### config.mk
export PLATFORM = sky130hd
export DESIGN_NAME = fetch_group_issue
export DESIGN_NICKNAME = d
export VERILOG_FILES = /design/src/rtl/fgi_pkg.sv /design/src/rtl/fgi_align_chk.sv /design/src/rtl/fgi_slot_pick.sv /design/src/rtl/fgi_group_state.sv /design/src/rtl/fetch_group_issue.sv
export SDC_FILE = /design/constraint.sdc
export NUM_CORES = 1
export LEC_CHECK = 0
export BUFFER_PORTS_ARGS = -buffer_cell sky130_fd_sc_hd__buf_2
export CAP_MARGIN = 5
export CORE_AREA = 2 2 119 121
export CTS_CLUSTER_SIZE = 24
export DETAILED_ROUTE_END_ITERATION = 10
export DIE_AREA = 0 0 121 123
export GPL_ROUTABILITY_DRIVEN = 0
export GPL_TIMING_DRIVEN = 0
export HOLD_SLACK_MARGIN = 0.08
export PLACE_DENSITY = 0.84
export REMOVE_ABC_BUFFERS = 1
export SLEW_MARGIN = 10
export SYNTH_ARGS = -nofsm -noshare
export SYNTH_HDL_FRONTEND = slang
export SYNTH_SLANG_ARGS = --single-unit
### constraint.sdc
create_clock -name clk -period 2.25 [get_ports clk]
set_input_delay 0.45 -clock clk [delete_from_list [all_inputs] [get_ports clk]]
set_output_delay 0.45 -clock clk [all_outputs]
set_load 0.05 [all_outputs]
### src/rtl/fgi_pkg.sv
package fgi_pkg;
  localparam int unsigned FGI_SLOTS  = 4;
  localparam int unsigned FGI_INSN_W = 32;
  localparam int unsigned FGI_ADDR_W = 32;
  localparam int unsigned FGI_GRP_BYTES = FGI_SLOTS * FGI_INSN_W / 8;
  localparam int unsigned FGI_ALIGN_BITS = $clog2(FGI_GRP_BYTES);

  typedef logic [FGI_SLOTS-1:0] slot_mask_t;

  // Low address bits must all be zero for a group to be accepted.
  function automatic logic addr_aligned(input logic [FGI_ADDR_W-1:0] a);
    return (a[FGI_ALIGN_BITS-1:0] == '0);
  endfunction

  // Lanes still owed by the held group.
  function automatic slot_mask_t lanes_left(input slot_mask_t vmask,
                                            input slot_mask_t done);
    return vmask & ~done;
  endfunction
endpackage

### src/rtl/fgi_align_chk.sv
module fgi_align_chk
  import fgi_pkg::*;
(
  input  logic [FGI_ADDR_W-1:0] addr,
  output logic                  aligned
);
  assign aligned = addr_aligned(addr);
endmodule

### src/rtl/fgi_slot_pick.sv
module fgi_slot_pick
  import fgi_pkg::*;
(
  input  slot_mask_t pending,
  input  slot_mask_t slot_ready,
  input  logic       flush,
  output slot_mask_t grant
);
  logic [FGI_SLOTS:0] stall_chain;

  assign stall_chain[0] = flush;

  for (genvar i = 0; i < FGI_SLOTS; i++) begin : g_lane
    assign grant[i] = pending[i] & slot_ready[i] & ~stall_chain[i];
    assign stall_chain[i+1] = stall_chain[i] | (pending[i] & ~slot_ready[i]);
  end
endmodule

### src/rtl/fgi_group_state.sv
module fgi_group_state
  import fgi_pkg::*;
(
  input  logic                            clk,
  input  logic                            rst_n,
  input  logic                            load,
  input  logic                            flush,
  input  logic [FGI_SLOTS*FGI_INSN_W-1:0] new_insns,
  input  slot_mask_t                      new_valid,
  input  slot_mask_t                      grant,
  output slot_mask_t                      pending,
  output logic [FGI_SLOTS*FGI_INSN_W-1:0] held_insns
);
  slot_mask_t vmask_q;
  slot_mask_t done_q;

  always_ff @(posedge clk or negedge rst_n) begin
    if (!rst_n) begin
      vmask_q    <= '0;
      done_q     <= '0;
      held_insns <= '0;
    end else if (load) begin
      vmask_q    <= new_valid;
      done_q     <= '0;
      held_insns <= new_insns;
    end else if (flush) begin
      done_q     <= '1;
    end else begin
      done_q     <= done_q | grant;
    end
  end

  assign pending = lanes_left(vmask_q, done_q);
endmodule

### src/rtl/fetch_group_issue.sv
module fetch_group_issue
  import fgi_pkg::*;
#(
  parameter int unsigned INSN_W = FGI_INSN_W,
  parameter int unsigned ADDR_W = FGI_ADDR_W,
  parameter int unsigned SLOTS  = FGI_SLOTS
) (
  input  logic                    clk,
  input  logic                    rst_n,
  input  logic                    grp_valid,
  output logic                    grp_ready,
  input  logic [ADDR_W-1:0]       grp_addr,
  input  logic [SLOTS*INSN_W-1:0] grp_insns,
  input  logic [SLOTS-1:0]        grp_slot_valid,
  input  logic [SLOTS-1:0]        slot_ready,
  input  logic                    flush,
  output logic [SLOTS-1:0]        issue_mask,
  output logic [SLOTS*INSN_W-1:0] issue_insns,
  output logic                    misalign_err
);
  slot_mask_t pending_w;
  logic       aligned_w;
  logic       accept_w;

  fgi_align_chk u_align (
    .addr    (grp_addr),
    .aligned (aligned_w)
  );

  fgi_slot_pick u_pick (
    .pending    (pending_w),
    .slot_ready (slot_ready),
    .flush      (flush),
    .grant      (issue_mask)
  );

  fgi_group_state u_state (
    .clk        (clk),
    .rst_n      (rst_n),
    .load       (accept_w),
    .flush      (flush),
    .new_insns  (grp_insns),
    .new_valid  (grp_slot_valid),
    .grant      (issue_mask),
    .pending    (pending_w),
    .held_insns (issue_insns)
  );

  assign grp_ready    = (pending_w == '0);
  assign accept_w     = grp_valid & grp_ready & aligned_w;
  assign misalign_err = grp_valid & grp_ready & ~aligned_w;
endmodule

==> reports/metrics.yaml, run 1 <==
status:
  status: "finished, final reports clean"
pwr:
  switchingPower_uw: 3770
  power_frac_comb: 0.345
  power_uw: 9690
  p_int_uw: 5920
  p_leak_uw: 0.00384
  clkPwrFrac: 0.316
  peakVddDrop_v: 0.000796
  switching_share: 0.389
  powerDensity_mw_per_mm2: 1280
  seqPwrFrac: 0.339
setup_path:
  critPathCaptureType: "output port"
  slowest_stage: "dfrtp_1"
  worst_ep_arrival_time_ns: 1.80
  r2r_start: "u_state.vmask_q[1]"
  crit_fanout: 2
  max_stage_delay_ns: 0.38
  r2r_cells: 5
  path_delay_family: "simple AND/OR/NAND/NOR gates"
  startpoint_type: "flip-flop"
  critPathKind: "reg2out"
  critical_path_depth: 4
  crit_chain: "nor2b_1 > nand4bb_1 > a211oi_2 > buf_4"
  critPathRequiredTime_ns: 1.80
  reg2reg_slack_ns: 0.08
  rr_endpoint: "u_state.vmask_q[0]"
  crit_buf_inv: 1
finish:
  fin_cells: 793
  layout_common_cells: "buf_2 (273), dfrtp_1 (136), mux2_2 (74), mux2_1 (58), clkbuf_16 (18)"
  fill_cells: 1111
  mostFrequentLayoutCell: "buf_2"
  post_route_cells_drive_above_1_share: 0.651
  diodes: 0
  finalNetCount: 772
  stdcell_area_mm2: 0.00755
  area_growth_pct: 44.3
floorplanning:
  dieArea_mm2: 0.0149
  num_rows: 43
  die_w_um: 121
  core_region_area_mm2: 0.0136
  initial_core_util: 0.384
  die_y_um: 123
  io_pins: 306
global_route:
  met1_usage: 0.183
  grt_remaining_overflow: 0
  grt_pass1_vias: 3780
  grt.total_usage: 0.159
  grt_pass1_wl_um: 18300
  met3_usage: 0.0521
  grt_max_degree: 71
  met2_usage: 0.275
  grt_antenna_before_repair: 0
  globalRoute.busiestLayer: "met2"
worst_hold_path:
  hold_start: "grp_insns[71]"
  min_to: "u_state.held_insns[71]"
  hold_class: "in2reg"
  hold_depth: 2
sta:
  slew_headroom: 0.443
  layout_setup_ws_ns: 0.00286
  drv_slew: 0
  worst_pin_slew_ns: 0.829
  min_period_ns: 2.25
  fin_skew_ns: 0.00723
  setup_viol: 0
  whs_ns: 0.261
  fmax_mhz: 445
  hold_viol_final: 0
  period_share: 0.999
yosys:
  synth_cells: 309
  synth_area_mm2: 0.00523
  yosysUniqueCellTypes: 21
  synth.yosys.warnings: 0
  yosys.area.top_type: "dfrtp_1"
  synth.top_cell.area_share: 0.651
  syn_avg_cell_area_um2: 16.9
  synthTopCellsByArea: "dfrtp_1 (65%), mux2_2 (16%), mux2_1 (12%)"
  ys_seq_elements: 136
  ys_seq_area_frac: 0.651
detailed_routing:
  ant_nets: 0
  dr_total_vias: 3681
  route.detailed.drc: 0
  avgRoutedWirePerCell_um: 15.7
  first_pass_iters: 4
  detail_route.iter0.violations: 121
  wl_um: 12500
  avgViaCountPerCell: 4.64
clock_network:
  cts_buffers: 17
  h-tree-depth: 4
  clk_latency_ns: 0.40
  clk_pin_slew_ns: 0.06
  cts.sinks: 136
  cts_root_buf: "clkbuf_16"
  cts_tree: "yes"
  clk_path_buf_depth: 2
placement:
  placement.cell_area_mm2: 0.00676
  dp.cells: 753
  pre_cts_ws_ns: -0.546
  portBuffers: 277
  hpwl_um: 8710
job:
  cap_violations: 0
[cell families after synthesis]
| family | share of synthesized area |
|---|---|
| muxes | 0.284 |
| DFF | 0.651 |
| and+or+nand+nor | 0.0230 |
| buffers and inverters | 0.0304 |
| AOI/OAI and AO/OA | 0.0115 |
[layer usage]
metal,wire length [um],vias up
met3,809,13
li1,-,1693
met1,4920,1827
met5,0,-
met4,189,0
met2,6560,148
[cell usage after synthesis]
library cell  count
dfrtp_1         136
mux2_2           74
mux2_1           58
buf_4             8
buf_6             6
inv_1             3
nor2_1            3
nor2b_1           3
a211oi_1          2
and3_1            2
nor3b_1           2
nor4_1            2
o31a_1            2
a2111oi_4         1
and3b_1           1
and4b_1           1
buf_12            1
nand3_1           1
nand4bb_1         1
nor3_1            1
nor4bb_1          1
[metrics by stage]
step            util  TNS, ns
2_1_floorplan      -  -393.43
3_3_place_gp   0.492  -571.11
3_5_place_dp   0.497   -46.24
4_1_cts        0.550        0
5_1_grt        0.554  -0.0596
6_report       0.554        0
[sequential cells by signal, indices dropped and copies added, names as in the netlist]
| name | count |
|---|---|
| u_state.done_q | 4 |
| u_state.held_insns | 128 |
| u_state.vmask_q | 4 |
[power by group through the flow]
stage	Combinational, uW	Clock, uW	Sequential [uW]
2_1_floorplan	493	0	5250
3_3_place_gp	3290	0	3280
3_5_place_dp	3340	0	3330
4_1_cts	3350	3120	3290
5_1_grt	3470	3240	3350
6_report	3340	3060	3290
[repair_timing]
item,in CTS,in global routing
endpoints found under the setup margin,134,103
hold buffers,1,0
setup buffers,3,1
gates resized for setup,5,7
pin swaps,2,2
gates cloned,2,1
endpoints found under the hold margin,67,0
[worst max-delay path by stage]
stage / from / endpoint / slack (ns)
final: u_state.done_q[3] / issue_mask[3] / 0.003
after global routing: u_state.done_q[3] / issue_mask[3] / -0.05
after CTS: u_state.vmask_q[3] / grp_ready / 0.02
after detailed placement: grp_addr[1] / u_state.held_insns[36] / -0.55
after global placement: grp_addr[1] / u_state.held_insns[36] / -3.48
after floorplan: u_state.vmask_q[1] / u_state.held_insns[0] / -2.98
[area by class of cell]
class                   instances  area (um2)  share of cell area
flip-flops and latches        136        3400               0.451
multi-input cells             157        1720               0.227
repair buffers                285        1530               0.202
clock buffers                  20         467              0.0618
well taps                     180         225              0.0298
clock inverters                12         195              0.0259
inverters                       3        11.3             0.00149
Power figures use the tool's default switching activity.
==> inputs of run 2 (changes only) <==
PLACE_DENSITY = 0.72   (was 0.84)
==> reports/metrics.yaml, run 2 (synthesized netlist as in run 1, its figures left out) <==
finish:
  finalNetCount: 766
  largest_reg_flops: 128
  reg_top3: "u_state.held_insns: 128 flops, u_state.done_q: 4 flops, u_state.vmask_q: 4 flops"
  mostFrequentLayoutCell: "buf_2"
  layout_common_cells: "buf_2 (274), dfrtp_1 (136), mux2_2 (74), mux2_1 (58), clkbuf_16 (17)"
  fill_cells: 1143
  post_route_cells_drive_above_1_share: 0.644
  top_register: "u_state.held_insns"
  area_growth_pct: 42.3
  diodes: 0
  fin_cells: 787
setup_path:
  critical_path_depth: 4
  slowest_stage: "a2111oi_4"
  worst_ep_arrival_time_ns: 1.73
  path_delay_family: "compound AO/OA/AOI/OAI gates"
  critPathRequiredTime_ns: 1.80
  crit_chain: "nor2b_4 > a2111oi_4 > and3b_1 > buf_6"
  crit_fanout: 4
  critPathCaptureType: "output port"
  r2r_cells: 5
  startpoint_type: "flip-flop"
  r2r_start: "u_state.vmask_q[3]"
  critPathKind: "reg2out"
  crit_buf_inv: 1
  max_stage_delay_ns: 0.40
  rr_endpoint: "u_state.held_insns[15]"
  reg2reg_slack_ns: 0.12
global_route:
  grt_pass1_vias: 3685
  grt_remaining_overflow: 0
  grt_antenna_before_repair: 0
  grt_pass1_wl_um: 17700
  grt.total_usage: 0.157
  grt_max_degree: 82
placement:
  portBuffers: 277
  dp.cells: 754
  hpwl_um: 8790
  pre_cts_ws_ns: 0.0270
floorplanning:
  initial_core_util: 0.384
  io_pins: 306
  core_region_area_mm2: 0.0136
  dieArea_mm2: 0.0149
  die_w_um: 121
  num_rows: 43
  die_y_um: 123
detailed_routing:
  wl_um: 11700
  route.detailed.drc: 0
  first_pass_iters: 4
  detail_route.iter0.violations: 119
  dr_total_vias: 3632
  ant_nets: 0
  avgRoutedWirePerCell_um: 14.9
  avgViaCountPerCell: 4.61
clock_network:
  clk_pin_slew_ns: 0.06
  h-tree-depth: 4
  cts.sinks: 136
  clk_path_buf_depth: 2
  cts_hold_buf: 0
  cts_root_buf: "clkbuf_16"
  cts_tree: "yes"
  clk_latency_ns: 0.41
  cts_buffers: 17
sta:
  min_period_ns: 2.18
  setup_viol: 0
  hold_viol_final: 0
  slew_headroom: 0.511
  period_share: 0.967
  drv_slew: 0
  fmax_mhz: 460
  layout_setup_ws_ns: 0.0750
  worst_pin_slew_ns: 0.734
  fin_skew_ns: 0.00609
status:
  status: "finished, final reports clean"
job:
  cap_violations: 0
worst_hold_path:
  hold_class: "in2async"
pwr:
  peakVddDrop_v: 0.000719
  powerDensity_mw_per_mm2: 1270
  p_leak_uw: 0.00378
run 2: cell count changes in the layout (fill, tap and decap cells not counted), sizes merged:
cell,delta
dlygate4sd3,-1
clkinvlp,+1
clkbuf,-1
bufinv,-2
and3,-2
buf,-1
run 2: where the power goes:
group | internal, uW | switching, uW
clock | 1800 | 1010
combinational | 846 | 2470
sequential | 3010 | 277
total | 5660 | 3770
run 2: layout make-up:
class,count,area [um2],share of cell area
clock inverter,11,146,0.0197
clock buffer,21,460,0.0619
tap,180,225,0.0303
timing repair buffer,281,1500,0.201
inverter,3,11.3,0.00151
multi-input combinational,155,1700,0.228
sequential,136,3400,0.458
run 2: per-layer routing:
metal	vias up	global-route usage	routed length, um
met5	-	0	0
met4	0	0.0799	258
met3	20	0.0577	973
met2	170	0.272	6080
met1	1763	0.170	4400
li1	1679	-	-
run 2: per-stage QoR:
stage	hold WS, ns	util	TNS [ns]	total power, uW	area, um2
floorplan	0.154	-	-393.43	5740	5080
global placement	0.462	0.492	-604.53	6590	6690
detailed placement	0.469	0.499	0	6660	6790
CTS	0.0987	0.544	0	9510	7400
global route	0.117	0.546	-0.0148	9830	7440
finish	0.0723	0.546	0	9420	7440
run 2: how the worst max path moves through the flow:
stage | end | slack (ns) | from
2_1_floorplan | u_state.held_insns[0] | -2.98 | u_state.vmask_q[1]
3_3_place_gp | u_state.held_insns[41] | -3.66 | grp_addr[1]
3_5_place_dp | u_state.held_insns[15] | 0.03 | grp_addr[1]
4_1_cts | misalign_err | 0.02 | u_state.vmask_q[1]
5_1_grt | issue_mask[3] | -0.01 | u_state.vmask_q[0]
6_report | misalign_err | 0.07 | u_state.vmask_q[3]
run 2: what timing repair did:
action                                  in CTS  in global routing
endpoints found under the setup margin       2                  4
buffers inserted                             0                  1
cloned                                       0                  0
endpoints found under the hold margin        0                  0
gates resized for setup                      3                  7
pin swaps                                    0                  2
==> inputs of run 3 (changes only) <==
REMOVE_ABC_BUFFERS = default   (was 1)
SETUP_SLACK_MARGIN = 0.15   (was default)
==> reports/metrics.yaml, run 3 (synthesized netlist as in run 1, its figures left out) <==
status:
  status: "finished, final reports clean"
floorplanning:
  die_y_um: 123
  die_w_um: 121
  core_region_area_mm2: 0.0136
  initial_core_util: 0.384
  io_pins: 306
  dieArea_mm2: 0.0149
  num_rows: 43
finish:
  seq_area_mm2: 0.00340
  top_register: "u_state.held_insns"
  largest_reg_flops: 128
  fill_cells: 1039
  fin_cells: 823
  diodes: 0
  finalNetCount: 802
  final_util: 0.625
  multi_input_area_mm2: 0.00209
  layout_common_cells: "buf_2 (271), dfrtp_1 (135), mux2_4 (100), mux2_2 (32), clkbuf_16 (30)"
  post_route_cells_drive_above_1_share: 0.762
  mostFrequentLayoutCell: "buf_2"
  reg_top3: "u_state.held_insns: 128 flops, u_state.done_q: 4 flops, u_state.vmask_q: 4 flops"
  area_growth_pct: 62.8
setup_path:
  r2r_cells: 9
  critPathKind: "reg2reg"
  r2r_start: "u_state.vmask_q[3]"
  reg2reg_slack_ns: 0.07
  crit_fanout: 8
  critPathCaptureType: "flip-flop"
  rr_endpoint: "u_state.held_insns[30]"
  critPathRequiredTime_ns: 2.54
  startpoint_type: "flip-flop"
  worst_ep_arrival_time_ns: 2.48
sta:
  worst_pin_slew_ns: 0.561
  hold_viol_final: 0
  slew_headroom: 0.622
  layout_setup_ws_ns: 0.0665
  rsz0062_at_grt: "true"
  drv_slew: 0
  setup_viol: 0
  whs_ns: 0.262
  fin_setup_tns_ns: 0
  min_period_ns: 2.18
  fmax_mhz: 458
  period_share: 0.970
  fin_skew_ns: 0.00656
worst_hold_path:
  hold_class: "in2reg"
  hold_start: "grp_insns[38]"
  min_to: "u_state.held_insns[38]"
  hold_depth: 2
global_route:
  grt.total_usage: 0.161
  grt_pass1_vias: 3811
  grt_max_degree: 78
  grt_pass1_wl_um: 18300
  met1_usage: 0.178
  met3_usage: 0.0554
  grt_antenna_before_repair: 0
  met2_usage: 0.275
  globalRoute.busiestLayer: "met2"
  grt_remaining_overflow: 0
placement:
  pre_cts_ws_ns: 0.0968
  portBuffers: 277
  hpwl_um: 9210
  dp.cells: 767
pwr:
  p_leak_uw: 0.00431
  powerDensity_mw_per_mm2: 1150
  peakVddDrop_v: 0.000811
  switching_share: 0.393
  p_int_uw: 5920
  clkPwrFrac: 0.279
  power_frac_comb: 0.381
  seqPwrFrac: 0.341
  switchingPower_uw: 3830
clock_network:
  clk_pin_slew_ns: 0.06
  clk_path_buf_depth: 2
  clk_latency_ns: 0.41
  cts_root_buf: "clkbuf_16"
  cts_tree: "yes"
  cts.sinks: 136
  cts_buffers: 17
  h-tree-depth: 4
detailed_routing:
  ant_nets: 0
  detail_route.iter0.violations: 96
  first_pass_iters: 4
  dr_total_vias: 3856
  avgViaCountPerCell: 4.69
  avgRoutedWirePerCell_um: 16.9
  route.detailed.drc: 0
  wl_um: 13900
yosys:
  syn-num-nets: 481
job:
  cap_violations: 0
-- run 3: cell count changes in the layout (fill, tap and decap cells not counted), sizes merged --
cell | before | now
inv | 4 | 3
dlygate4sd3 | 0 | 1
clkinvlp | 2 | 5
clkbuf | 21 | 33
clkinv | 5 | 6
buf | 281 | 301
-- run 3: layout make-up --
cell class	count	area share
buffer	14	0.0322
inverter	3	0.00132
multi-input combinational	155	0.246
timing repair buffer	303	0.225
sequential	136	0.400
clock inverter	14	0.0185
clock buffer	18	0.0504
tap	180	0.0265
-- run 3: power groups by stage --
| stage | combinational [uW] | clock [uW] | sequential (uW) |
|---|---|---|---|
| global route | 3850 | 2910 | 3390 |
| finish | 3710 | 2720 | 3320 |
| global placement | 3320 | 0 | 3280 |
| detailed placement | 3370 | 0 | 3320 |
| floorplan | 514 | 0 | 5250 |
| CTS | 3380 | 2790 | 3290 |
-- run 3: critical path, stage by stage, from the launching register on --
cell and delay, ns:
dfrtp_1 0.38, nor2b_4 0.14, a2111oi_4 0.34, buf_4 0.19, and3_4 0.22, buf_12 0.11
clkbuf_16 0.16, buf_6 0.11, buf_12 0.11, mux2_4 0.30
-- run 3: repair_timing --
| item | 4_1_cts | 5_1_grt |
|---|---|---|
| endpoints found under the hold margin | 59 | 0 |
| gates resized for setup | 7 | 141 |
| pin swaps | 2 | 5 |
| setup endpoints to repair | 32 | 122 |
| gates cloned | 0 | 13 |
| buffers inserted | 1 | 10 |
| hold buffers | 1 | 0 |
-- run 3: worst max-delay path by stage --
stage                        from                       to  slack, ns  cells after the start
3_3_place_gp                rst_n  u_state.held_insns[119]      -0.92                      1
6_report       u_state.vmask_q[3]   u_state.held_insns[30]       0.07                      9
3_5_place_dp          grp_addr[1]   u_state.held_insns[69]        0.1                      7
2_1_floorplan  u_state.vmask_q[3]   u_state.held_insns[53]      -0.13                      7
4_1_cts        u_state.vmask_q[1]             misalign_err       0.07                      4
5_1_grt        u_state.vmask_q[0]            issue_mask[3]      -0.02                      4
-- run 3: stage by stage --
stage	area (um2)	total power [uW]
after floorplan	5280	5770
after global placement	6890	6600
after detailed placement	6920	6690
after CTS	7550	9460
after global routing	8510	10200
final	8510	9750
-- run 3: layer usage --
metal / share of wire / vias to the layer above
li1: - / 1744
met2: 0.53 / 178
met1: 0.37 / 1907
met5: 0 / -
met3: 0.076 / 27
met4: 0.021 / 0
